--- src/rtl/pcmclk_pkg.sv ---
package pcmclk_pkg;
  localparam int WORD_BITS = 16;
  localparam int MIN_FRAME = WORD_BITS + 1;
endpackage

--- src/rtl/pcmclk_div.sv ---
module pcmclk_div #(
  parameter int DIV_W = 8
) (
  input  logic             clk,
  input  logic             rst_n,
  input  logic             en,
  input  logic [DIV_W-1:0] half_div,
  output logic             sclk,
  output logic             rise_stb,
  output logic             fall_stb,
  output logic             rise_evt
);
  localparam logic [DIV_W-1:0] ONE = DIV_W'(1);

  logic [DIV_W-1:0] eff_div;
  logic [DIV_W-1:0] half_cnt;
  logic             sclk_q;
  logic             rise_q;
  logic             fall_q;
  logic             at_end;

  // zero is treated as one
  assign eff_div  = (half_div == '0) ? ONE : half_div;
  // ">=" so that a lowered divider takes effect at once
  assign at_end   = (half_cnt >= (eff_div - ONE));
  assign rise_evt = en && at_end && !sclk_q;

  always_ff @(posedge clk or negedge rst_n) begin
    if (!rst_n) begin
      half_cnt <= '0;
      sclk_q   <= 1'b0;
      rise_q   <= 1'b0;
      fall_q   <= 1'b0;
    end else if (!en) begin
      half_cnt <= '0;
      sclk_q   <= 1'b0;
      rise_q   <= 1'b0;
      fall_q   <= 1'b0;
    end else if (at_end) begin
      half_cnt <= '0;
      sclk_q   <= ~sclk_q;
      rise_q   <= ~sclk_q;
      fall_q   <= sclk_q;
    end else begin
      half_cnt <= half_cnt + ONE;
      rise_q   <= 1'b0;
      fall_q   <= 1'b0;
    end
  end

  assign sclk     = sclk_q;
  assign rise_stb = rise_q;
  assign fall_stb = fall_q;
endmodule

--- src/rtl/pcmclk_frame.sv ---
module pcmclk_frame
  import pcmclk_pkg::*;
#(
  parameter int FRM_W = 9
) (
  input  logic             clk,
  input  logic             rst_n,
  input  logic             en,
  input  logic [FRM_W-1:0] frame_len,
  input  logic             rise_evt,
  output logic             sync,
  output logic [FRM_W-1:0] slot
);
  localparam logic [FRM_W-1:0] LEN_MIN = FRM_W'(MIN_FRAME);
  localparam logic [FRM_W-1:0] ONE     = FRM_W'(1);

  logic [FRM_W-1:0] eff_len;
  logic [FRM_W-1:0] slot_q;
  logic             sync_q;
  logic             started;
  logic             wrap;

  assign eff_len = (frame_len < LEN_MIN) ? LEN_MIN : frame_len;
  // ">=" so that a lowered frame length wraps at the next rising edge
  assign wrap    = !started || (slot_q >= (eff_len - ONE));

  always_ff @(posedge clk or negedge rst_n) begin
    if (!rst_n) begin
      slot_q  <= '0;
      sync_q  <= 1'b0;
      started <= 1'b0;
    end else if (!en) begin
      slot_q  <= '0;
      sync_q  <= 1'b0;
      started <= 1'b0;
    end else if (rise_evt) begin
      started <= 1'b1;
      if (wrap) begin
        slot_q <= '0;
        sync_q <= 1'b1;
      end else begin
        slot_q <= slot_q + ONE;
        sync_q <= 1'b0;
      end
    end
  end

  assign sync = sync_q;
  assign slot = slot_q;
endmodule

--- src/rtl/pcmclk_gen.sv ---
module pcmclk_gen
  import pcmclk_pkg::*;
#(
  parameter int DIV_W = 8,
  parameter int FRM_W = 9
) (
  input  logic             clk,
  input  logic             rst_n,
  input  logic             en,
  input  logic [DIV_W-1:0] half_div,
  input  logic [FRM_W-1:0] frame_len,
  output logic             sclk,
  output logic             sync,
  output logic             rise_stb,
  output logic             fall_stb,
  output logic [FRM_W-1:0] slot
);
  localparam int FRM_MAX = (1 << FRM_W) - 1;

  logic rise_evt;

  generate
    if (FRM_MAX < MIN_FRAME) begin : g_bad_width
      initial $error("FRM_W too small to hold the minimum frame length");
    end
  endgenerate

  pcmclk_div #(.DIV_W(DIV_W)) u_div (
    .clk      (clk),
    .rst_n    (rst_n),
    .en       (en),
    .half_div (half_div),
    .sclk     (sclk),
    .rise_stb (rise_stb),
    .fall_stb (fall_stb),
    .rise_evt (rise_evt)
  );

  pcmclk_frame #(.FRM_W(FRM_W)) u_frame (
    .clk       (clk),
    .rst_n     (rst_n),
    .en        (en),
    .frame_len (frame_len),
    .rise_evt  (rise_evt),
    .sync      (sync),
    .slot      (slot)
  );
endmodule

--- config.mk ---
export PLATFORM = sky130hd
export DESIGN_NAME = pcmclk_gen
export DESIGN_NICKNAME = d
export VERILOG_FILES = /design/src/rtl/pcmclk_pkg.sv /design/src/rtl/pcmclk_div.sv /design/src/rtl/pcmclk_frame.sv /design/src/rtl/pcmclk_gen.sv
export SDC_FILE = /design/constraint.sdc
export NUM_CORES = 1
export LEC_CHECK = 0
export ABC_AREA = 1
export CORE_UTILIZATION = 35
export DETAILED_ROUTE_END_ITERATION = 8
export GPL_ROUTABILITY_DRIVEN = 0
export PLACE_DENSITY_LB_ADDON = 0.15
export SLEW_MARGIN = 0
export SYNTH_ARGS = -nofsm -noshare
export SYNTH_HDL_FRONTEND = slang
export SYNTH_HIERARCHICAL = 1
export SYNTH_SLANG_ARGS = --single-unit
--- constraint.sdc ---
create_clock -name clk -period 2.6 [get_ports clk]
set_input_delay 0.65 -clock clk [delete_from_list [all_inputs] [get_ports clk]]
set_output_delay 0.65 -clock clk [all_outputs]
set_load 0.1 [all_outputs]
==> metrics <==
Area Overhead vs Synth=53.8%; sequential fraction of the synthesis area=27.3%; Final Hold Violating Endpoints=0; Detailed Place HPWL=3490 µm; synthesized area per cell=7.00 µm²; max-slew violations=0; crit-path max FO=7; Data required, critical path=2.80 ns; clock slew at reported path FFs=0.08 ns; first-pass GRT wire length=8700 µm; Final Skew=0.00255 ns; post-synth top area share=27.3%; die area=6070 µm²; RSZ-0062 raised after global routing=true; Final Cell Area=3100 µm²; number of fillers in the final layout=542; placed instance area=2690 µm²; drt drc=0; Cell Area, Synth=2020 µm²; Hold Crit Start=u_frame/sync$_DFFE_PN0P_; CP arrival=2.80 ns; Hold EP=u_frame/sync$_DFFE_PN0P_; initial antenna violation count=0; commonest cells after routing, fill and taps aside=66 x nand2_1, 61 x buf_4, 31 x inv_1; Reg2Reg Setup Slack=0.67 ns; number of global-route vias before repair=2002; most common cell after layout, fill and taps aside=nand2_1; Yosys warning count=6; CTS Sinks=22; Root Buffer=clkbuf_8; main area contributors after synthesis=dfrtp_1 27%, nand2_1 15%, ha_1 13%; Max-Cap Viols=0; port bufs=32; CP Launch Type=input port; number of diodes=0; Setup Viol. Count Final=0; power consumption=833 µW; via count=2051; PD cells=269 nW/µm²; # rows=27; H-tree depth=1; top_reg_cell synth=dfrtp_1; Critical Path End Type=flop; Yosys cell types=28; drt pass-1 iters=4; Reg2Reg Capture Point=u_frame/slot[3]$_DFFE_PN0P_; Core Region=5540 µm²; Final nets=416; Mapped Nets=329; gr usage total=17.6%; status=finished, final reports clean; Final period util=99.8%; Detailed Route Iter0 Violations=51; cell taking the most area after synthesis=dfrtp_1; latest clock arrival within the worst-skew pair=0.26 ns; clk buf depth=2; initial core utilization=36.4%; Worst Tran Pin Value=0.460 ns; grt ovf=0; drt wl/cell=11.2 µm; Hold Path Depth=2; Post-synth ARST share=100%; number of synthesized register bits=22; Hold WC Path Type=reg -> reg; post-route ant nets=0; Max IR drop VDD=0.000175 V; RR Startpoint=u_div/half_cnt[2]$_DFF_PN0_; Tmin final=2.60 ns; CTS Buf Count=3; chip height=77.9 µm; post-DR vias/cell=4.60; drt total wl=4980 µm; EDFF count, synth=0; width of the die=77.9 µm; I/O pins=33; Lkg Pwr=1.63 nW; Syn Inst Count=288; Max transition margin=69.4%; Setup CP Type=in -> reg; worst hold slack=0.497 ns; share of layout cells above drive strength 1=45.2%; reg2reg path depth=15; Layout Cells excl Fill=446; CTS tree=built; Achievable Freq=0.385 GHz; largest net degree at the start of global routing=23; fin util=56.0%; dpl cells=422
Yosys cell counts (2+ instances only):
master / n
o21ai_1: 2
xnor2_1: 4
inv_1: 42
nor2_2: 4
nand3_1: 20
nor3_2: 2
nand3_2: 7
nand2_2: 6
a21oi_1: 9
nand2_1: 81
nand4_1: 5
ha_1: 21
nor2_4: 2
xor2_1: 10
nor2_1: 35
dfrtp_1: 22
inv_2: 4
o21ai_0: 2
worst max path at each step:
stage                      startpoint                           to
after floorplan           half_div[3]  u_frame/slot[3]$_DFFE_PN0P_
after global placement    half_div[3]  u_frame/slot[3]$_DFFE_PN0P_
after detailed placement  half_div[3]  u_frame/slot[4]$_DFFE_PN0P_
after CTS                 half_div[3]  u_frame/slot[3]$_DFFE_PN0P_
after global routing      half_div[2]  u_frame/slot[4]$_DFFE_PN0P_
final                     half_div[3]  u_frame/slot[3]$_DFFE_PN0P_
through the flow:
stage / TNS [ns] / setup WS (ns)
floorplan: -0.940 / -0.145
global placement: -13.17 / -0.820
detailed placement: -14.21 / -0.925
CTS: -0.775 / -0.125
global route: -1.50 / -0.171
finish: 0 / 0.00483
cells by family (layout without fill, tap and decap cells):
| group | count (synthesis) | count (layout) | synth area share [%] |
|---|---|---|---|
| and+or+nand+nor | 167 | 169 | 39.9 |
| buffers and inverters | 47 | 131 | 8.81 |
| DFF | 22 | 22 | 27.3 |
| adders and majority gates | 21 | 21 | 13.0 |
| AOI/OAI and AO/OA | 17 | 17 | 4.90 |
| xor gates and xnor gates | 14 | 14 | 6.08 |
sequential cells by signal, indices dropped and copies added, names as in the netlist:
signal,flops
u_frame/slot,9
u_div/half_cnt,8
u_div/fall_stb,1
u_div/rise_stb,1
u_div/sclk,1
u_frame/started,1
u_frame/sync,1
layer usage:
metal	up-vias	track usage (%)	wire [µm]
li1	1090	-	-
met1	935	23.9	2450
met2	24	29.3	2340
met3	2	2.24	165
met4	0	5.00	24
met5	-	0	0
timing repair:
action                                 CTS  global route
setup endpoints to repair               22            20
pin swaps                               50            40
gates cloned                             2             0
setup buffers                            9            11
resized for setup                       73            56
endpoints found under the hold margin    0             0
hold buffers                             0             0
critical path, cell delays in order:
cell	delay (ns)
buf_8	0.11
inv_12	0.05
nand2_8	0.05
nor2_4	0.11
a31oi_4	0.11
ha_4	0.19
nand2_2	0.06
xor2_1	0.14
inv_1	0.05
ha_1	0.28
nand2_2	0.08
nor2_2	0.09
nand2_2	0.06
nand2_2	0.07
nand3_2	0.09
inv_2	0.11
nand2_4	0.06
inv_6	0.09
o21ai_2	0.05
a21oi_1	0.12
nand3_1	0.09
nand2_1	0.08
area by class of cell:
class,count,area [µm²],share of cell area (%)
repair buffers,81,627,20.2
clock buffers,4,55.1,1.78
flip-flops and latches,22,551,17.8
inverters,46,213,6.86
well taps,72,90.1,2.91
multi-input cells,221,1570,50.5
report_power, final:
part           internal (mW)  switching (mW)
Clock                  0.135           0.108
Sequential             0.347         0.00823
Combinational          0.112           0.122
No activity file was read; power rests on OpenSTA's default activity.
